[src/rtl/pof_pkg.sv]
package pof_pkg;
  localparam int unsigned CTL_W = 3;

  typedef struct packed {
    logic             hs;
    logic             vs;
    logic [CTL_W-1:0] ctl;
  } side_t;
endpackage

[src/rtl/pof_pack.sv]
module pof_pack
  import pof_pkg::*;
#(
  parameter int unsigned CH_W   = 8,
  parameter int unsigned PAIR_W = 6,
  localparam int unsigned PIX_W  = 3 * CH_W,
  localparam int unsigned HALF_W = 3 * PAIR_W,
  localparam int unsigned OUT_W  = 2 * HALF_W
) (
  input  logic             clk_i,
  input  logic             rst_ni,
  input  logic             run_i,
  input  logic             pair_i,
  input  logic [PIX_W-1:0] pix_i,
  input  logic             de_i,
  input  side_t            side_i,
  output logic [OUT_W-1:0] q_o,
  output logic             de_o,
  output side_t            side_o,
  output logic             phase_o
);
  logic [HALF_W-1:0] red;
  logic [HALF_W-1:0] even_r;
  logic [OUT_W-1:0]  q_r;
  logic              de_r, phase_r;
  side_t             side_r;

  for (genvar c = 0; c < 3; c++) begin : g_red
    assign red[c*PAIR_W +: PAIR_W] = pix_i[c*CH_W + (CH_W-PAIR_W) +: PAIR_W];
  end

  always_ff @(posedge clk_i or negedge rst_ni) begin
    if (!rst_ni) begin
      q_r     <= '0;
      de_r    <= 1'b0;
      side_r  <= '0;
      even_r  <= '0;
      phase_r <= 1'b0;
    end else if (run_i) begin
      if (!pair_i) begin
        phase_r <= 1'b0;
        de_r    <= de_i;
        side_r  <= side_i;
        q_r     <= '0;
        if (de_i) q_r[PIX_W-1:0] <= pix_i;
      end else if (de_i && !phase_r) begin
        even_r  <= red;        // hold outputs, wait for odd partner
        phase_r <= 1'b1;
      end else begin
        phase_r <= 1'b0;
        de_r    <= de_i | phase_r;
        side_r  <= side_i;
        q_r     <= '0;
        if (de_i)         q_r <= {red, even_r};
        else if (phase_r) q_r[HALF_W-1:0] <= even_r;  // orphan flush
      end
    end
  end

  assign q_o     = q_r;
  assign de_o    = de_r;
  assign side_o  = side_r;
  assign phase_o = phase_r;

  AST_SINGLE_UPPER_LOW: assert property (@(posedge clk_i) disable iff (!rst_ni)
    (run_i && !pair_i) |=> (q_r[OUT_W-1:PIX_W] == '0));
  AST_EVEN_HELD: assert property (@(posedge clk_i) disable iff (!rst_ni)
    (run_i && pair_i && de_i && !phase_r) |=> ($stable(q_r) && phase_r));
  AST_ORPHAN_FLUSH: assert property (@(posedge clk_i) disable iff (!rst_ni)
    (run_i && pair_i && !de_i && phase_r) |=> (de_r && !phase_r && q_r[OUT_W-1:HALF_W] == '0));
  AST_HALT_HOLD: assert property (@(posedge clk_i) disable iff (!rst_ni)
    !run_i |=> ($stable(q_r) && $stable(phase_r) && $stable(side_r) && $stable(de_r)));
endmodule

[src/rtl/pof_clkout.sv]
module pof_clkout (
  input  logic clk_i,
  input  logic rst_ni,
  input  logic run_i,
  input  logic pair_i,
  input  logic de_i,
  input  logic phase_i,
  input  logic inv_i,
  input  logic gate_i,
  input  logic de_out_i,
  output logic pclk_o
);
  logic half_r, base, pol;

  // half-rate phase: low after even capture, high after odd, free-running in blanking
  always_ff @(posedge clk_i or negedge rst_ni) begin
    if (!rst_ni)    half_r <= 1'b0;
    else if (run_i) half_r <= de_i ? phase_i : ~half_r;
  end

  assign base   = pair_i ? half_r : clk_i;
  assign pol    = base ^ inv_i;
  assign pclk_o = (gate_i && !de_out_i) ? 1'b0 : pol;

  AST_HALF_AFTER_ODD: assert property (@(posedge clk_i) disable iff (!rst_ni)
    (run_i && de_i && phase_i) |=> half_r);
  AST_HALF_AFTER_EVEN: assert property (@(posedge clk_i) disable iff (!rst_ni)
    (run_i && de_i && !phase_i) |=> !half_r);
endmodule

[src/rtl/pof_sync_det.sv]
module pof_sync_det #(
  parameter int unsigned WIN = 16,
  localparam int unsigned CW = $clog2(WIN + 1)
) (
  input  logic clk_i,
  input  logic rst_ni,
  input  logic run_i,
  input  logic de_i,
  output logic det_o
);
  logic [CW-1:0] cnt_r;
  logic          de_q;

  always_ff @(posedge clk_i or negedge rst_ni) begin
    if (!rst_ni) begin
      cnt_r <= CW'(WIN);
      de_q  <= 1'b0;
    end else if (run_i) begin
      de_q <= de_i;
      if (de_i != de_q)           cnt_r <= '0;
      else if (cnt_r != CW'(WIN)) cnt_r <= cnt_r + 1'b1;
    end
  end

  assign det_o = (cnt_r != CW'(WIN));

  AST_DET_ON_TOGGLE: assert property (@(posedge clk_i) disable iff (!rst_ni)
    (run_i && (de_i != de_q)) |=> det_o);
endmodule

[src/rtl/pix_out_fmt.sv]
module pix_out_fmt
  import pof_pkg::*;
#(
  parameter int unsigned CH_W   = 8,
  parameter int unsigned PAIR_W = 6,
  parameter int unsigned SD_WIN = 16
) (
  input  logic                  clk_i,
  input  logic                  rst_ni,
  input  logic [3*CH_W-1:0]     pix_i,
  input  logic                  de_i,
  input  logic                  hs_i,
  input  logic                  vs_i,
  input  logic [CTL_W-1:0]      ctl_i,
  input  logic                  pair_mode_i,
  input  logic                  gate_clk_i,
  input  logic                  clk_inv_i,
  input  logic                  out_pd_ni,
  input  logic                  full_pd_ni,
  output logic [6*PAIR_W-1:0]   q_o,
  output logic                  pclk_o,
  output logic                  de_o,
  output logic                  hs_o,
  output logic                  vs_o,
  output logic [CTL_W-1:0]      ctl_o,
  output logic                  sync_det_o,
  output logic                  drv_en_o
);
  localparam int unsigned OUT_W = 6 * PAIR_W;

  logic [OUT_W-1:0] q_int;
  logic             de_int, phase, pclk_int, en;
  side_t            side_in, side_int;

  assign side_in = '{hs: hs_i, vs: vs_i, ctl: ctl_i};

  pof_pack #(.CH_W(CH_W), .PAIR_W(PAIR_W)) u_pack (
    .clk_i  (clk_i),
    .rst_ni (rst_ni),
    .run_i  (full_pd_ni),
    .pair_i (pair_mode_i),
    .pix_i  (pix_i),
    .de_i   (de_i),
    .side_i (side_in),
    .q_o    (q_int),
    .de_o   (de_int),
    .side_o (side_int),
    .phase_o(phase)
  );

  pof_clkout u_clk (
    .clk_i   (clk_i),
    .rst_ni  (rst_ni),
    .run_i   (full_pd_ni),
    .pair_i  (pair_mode_i),
    .de_i    (de_i),
    .phase_i (phase),
    .inv_i   (clk_inv_i),
    .gate_i  (gate_clk_i),
    .de_out_i(de_int),
    .pclk_o  (pclk_int)
  );

  pof_sync_det #(.WIN(SD_WIN)) u_sd (
    .clk_i (clk_i),
    .rst_ni(rst_ni),
    .run_i (full_pd_ni),
    .de_i  (de_i),
    .det_o (sync_det_o)
  );

  // disabled drivers read as pulled low; ctl bit 0 stays driven
  assign en       = out_pd_ni & full_pd_ni;
  assign drv_en_o = en;
  assign q_o      = en ? q_int : '0;
  assign pclk_o   = en & pclk_int;
  assign de_o     = en & de_int;
  assign hs_o     = en & side_int.hs;
  assign vs_o     = en & side_int.vs;
  assign ctl_o    = {side_int.ctl[CTL_W-1:1] & {(CTL_W-1){en}}, side_int.ctl[0]};

  AST_PD_DRIVERS_OFF: assert property (@(posedge clk_i) disable iff (!rst_ni)
    !out_pd_ni |-> (q_o == '0 && !de_o && !hs_o && !vs_o));
endmodule

[config.mk]
export PLATFORM = sky130hd
export DESIGN_NAME = pix_out_fmt
export DESIGN_NICKNAME = d
export VERILOG_FILES = /design/src/rtl/pof_pkg.sv /design/src/rtl/pof_pack.sv /design/src/rtl/pof_clkout.sv /design/src/rtl/pof_sync_det.sv /design/src/rtl/pix_out_fmt.sv
export SDC_FILE = /design/constraint.sdc
export NUM_CORES = 1
export LEC_CHECK = 0
export ABC_AREA = 0
export BUFFER_PORTS_ARGS = -buffer_cell sky130_fd_sc_hd__buf_2
export CAP_MARGIN = 20
export CORE_ASPECT_RATIO = 1.2
export CORE_MARGIN = 4
export CORE_UTILIZATION = 50
export DETAILED_ROUTE_END_ITERATION = 8
export GPL_TIMING_DRIVEN = 1
export MAX_ROUTING_LAYER = met4
export PLACE_DENSITY = 0.75
export SKIP_LAST_GASP = 1
export SYNTH_ARGS = -nofsm -noshare
export SYNTH_HDL_FRONTEND = slang
export SYNTH_HIERARCHICAL = 1
export SYNTH_SLANG_ARGS = --single-unit
[constraint.sdc]
create_clock -name clk_i -period 3.4 [get_ports clk_i]
set_input_delay 0.17 -clock clk_i [delete_from_list [all_inputs] [get_ports clk_i]]
set_output_delay 0.17 -clock clk_i [all_outputs]
set_load 0.005 [all_outputs]
==> reports/results.tsv <==
metric	value	unit
status	finished, final reports clean	
finClkSkew	6.23	ps
start_kind	clock port	
worst_pin_slew	830	ps
worstSkewPairLatency	440	ps
synth-xor-area-share	0.967	%
setup_tns	0	ps
via_count	2566	
power.density	499	nW/µm²
async_reset_ff_share	100	%
yosysSeqAreaShare	48.7	%
hold_violations	0	
via_per_inst	5.51	
crit_type	clock port to output port	
synth_edf_count	0	
dp_hpwl	5640	µm
relSlewSlack	44.6	%
place.gp.congestion	0.846	
power_leakage	0.00216	µW
crit_chain	clkbuf_8 -> clkbuf_8 -> mux2i_1 -> xor2_1 -> a21oi_1 -> and3_1 -> buf_2	
critPathMaxStageDelay	210	ps
antenna_found_initial	0	
cp_common_cell	clkbuf_8	
netlist_top_cells_area	dfrtp_1 (48%), mux2_2 (12%), and3_2 (6.9%)	
core	6810	µm²
regArea	1700	µm²
required	3230	ps
cts-resized-gates	0	
drt_first_pass_iters	4	
reg2reg_depth	4	
syn_area	3490	µm²
die_area	8390	µm²
critPathMaxFanout	2	
maxSlewViolCount	0	
ir_drop	280	µV
hold_start	pix_i[22]	
drcViolationCount	0	
synth.mux.area_fraction	18.7	%
drt_iter0_drc	146	
grt_pass1_vias	2730	
slowest_stage	xor2_1	
place_ws	930	ps
finalSetupViolCount	0	
hold_path_class	primary input to flip-flop	
grt_max_degree	44	
ios	82	
fillCellCount	601	
gr-total-overflow	0	
start_util	51.3	%
synth_top_family_by_area	multiplexers	
gr-usage-all-layers	20.9	%
ant_nets	0	
synth_cells	292	
multiInputGateArea	1580	µm²
drive_gt1_share	48.5	%
cp-startpoint	clk_i	
synthAdderAreaFrac	0.716	%
ys.warnings.count	6	
synthSimpleGateAreaFrac	15.4	%
arrival	2650	ps
cts_tree	built	
path_clk_slew	70	ps
antenna_cells	0	
nNetsFinal	414	
die_x	84.3	µm
synth_compound_area_share	9.46	%
fin_ws	584	ps
io_buffers	81	
endpoint_kind	output port	
synth_top_area_share	48.0	%
drt-total-wl	8070	µm
synth_seq_cells	68	
syn-num-nets	331	
synth_top_cell_by_area	dfrtp_1	
endpoint	pclk_o	
wl_per_cell	17.3	µm
grt_setup_unrepaired	false	
area_growth	19.0	%
ys_types	36	
fp.dieH	99.6	µm
drv_cap	0	
synth_area_per_cell	12.0	µm²
std_cell_rows	33	
reg2reg_slack	1410	ps
grt_pass1_wl	13300	µm
worstReg2RegEnd	u_pack/side_o[4]	
ys.flop_type	dfrtp_1	
r2r_start	u_pack/phase_o	
-- power breakdown --
part | total [µW] | internal [µW] | leakage (µW) | switching [µW]
clock | 638 | 342 | 0.000124 | 297
sequential | 1040 | 946 | 0.000861 | 90.0
combinational | 400 | 226 | 0.00118 | 174
total | 2070 | 1510 | 0.00216 | 561
-- per-stage QoR --
stage | hold slack (ps) | power (µW) | util (%) | instances | instance area, µm²
6_report | 20.1 | 2070 | 61.0 | 466 | 4160
5_1_grt | 12.3 | 2190 | 61.0 | 466 | 4160
4_1_cts | 4.93 | 2100 | 61.0 | 466 | 4160
3_5_place_dp | 329 | 1460 | 57.3 | 442 | 3910
3_3_place_gp | 322 | 1440 | 57.3 | 442 | 3910
2_1_floorplan | -126 | 1320 | - | 292 | 3490
-- state kept, by name, indices dropped and copies added (netlist names) --
register        count
u_pack/q_o         36
u_pack/even_r      18
u_pack/side_o       5
u_sd/cnt_r          5
u_clk/half_r        1
u_pack/de_o         1
u_pack/phase_o      1
u_sd/de_q           1
-- final cells by class --
class / instances / share of cell area (%)
clock buffers: 16 / 4.36
clock inverters: 3 / 0.361
inverters: 19 / 1.72
multi-input cells: 182 / 38.0
flip-flops and latches: 68 / 41.0
well taps: 87 / 2.62
repair buffers: 91 / 12.0
-- repair_timing --
item,in CTS,in global routing
hold buffers,6,0
endpoints found under the hold margin,40,0
setup buffers,0,0
-- how the worst min path moves through the flow --
stage	endpoint	depth (start not counted)
detailed placement	u_pack/side_o[2]	1
finish	u_pack/even_r[16]	2
CTS	u_pack/even_r[16]	2
floorplan	u_clk/half_r	0
global placement	u_pack/side_o[2]	1
global route	u_pack/even_r[12]	2
-- metal layers --
metal,GRT usage (%),routed length (µm),vias up
li1,-,-,1217
met5,-,0,-
met2,34.1,4130,75
met4,8.91,123,0
met3,4.39,430,15
met1,25.1,3380,1259
-- cell usage after synthesis, drive strengths merged (3+ instances only) --
| cell | number |
|---|---|
| mux2i | 8 |
| nor2b | 9 |
| a22o | 18 |
| dfrtp | 67 |
| clkbuf | 8 |
| a31oi | 3 |
| nand4 | 12 |
| buf | 15 |
| o21ai | 16 |
| inv | 19 |
| and3 | 42 |
| nand3 | 5 |
| mux2 | 48 |
-- cell usage in the layout (no fill, tap or decap), types with 3 or more instances in the layout --
| cell type | n |
|---|---|
| buf_4 | 5 |
| dlygate4sd3_1 | 6 |
| and3_1 | 10 |
| mux2_2 | 37 |
| a22o_1 | 18 |
| nand3_1 | 4 |
| buf_2 | 81 |
| clkinv_2 | 3 |
| dfrtp_1 | 67 |
| o21ai_0 | 16 |
| mux2i_1 | 8 |
| clkbuf_8 | 12 |
| nor2b_1 | 9 |
| nand4_1 | 12 |
| and3_2 | 32 |
| clkbuf_1 | 3 |
| a31oi_1 | 3 |
| mux2_4 | 9 |
| inv_1 | 19 |
-- cells by family (layout without fill, tap and decap cells) --
family / after synthesis / count (layout)
buffers and inverters: 42 / 129
adder cells (fa/ha/maj): 2 / 2
AO/OA/AOI/OAI: 46 / 46
XOR/XNOR: 3 / 3
flip-flops: 68 / 68
AND/OR/NAND/NOR: 75 / 75
multiplexers: 56 / 56
-- critical path: cells and delay by family --
| family | cells | cell delay (ps) |
|---|---|---|
| compound gates | 1 | 60 |
| xor+xnor | 1 | 210 |
| buf+inv | 3 | 350 |
| mux | 1 | 160 |
| simple gates | 1 | 170 |
Note: power is estimated with default switching activity, not from simulation.
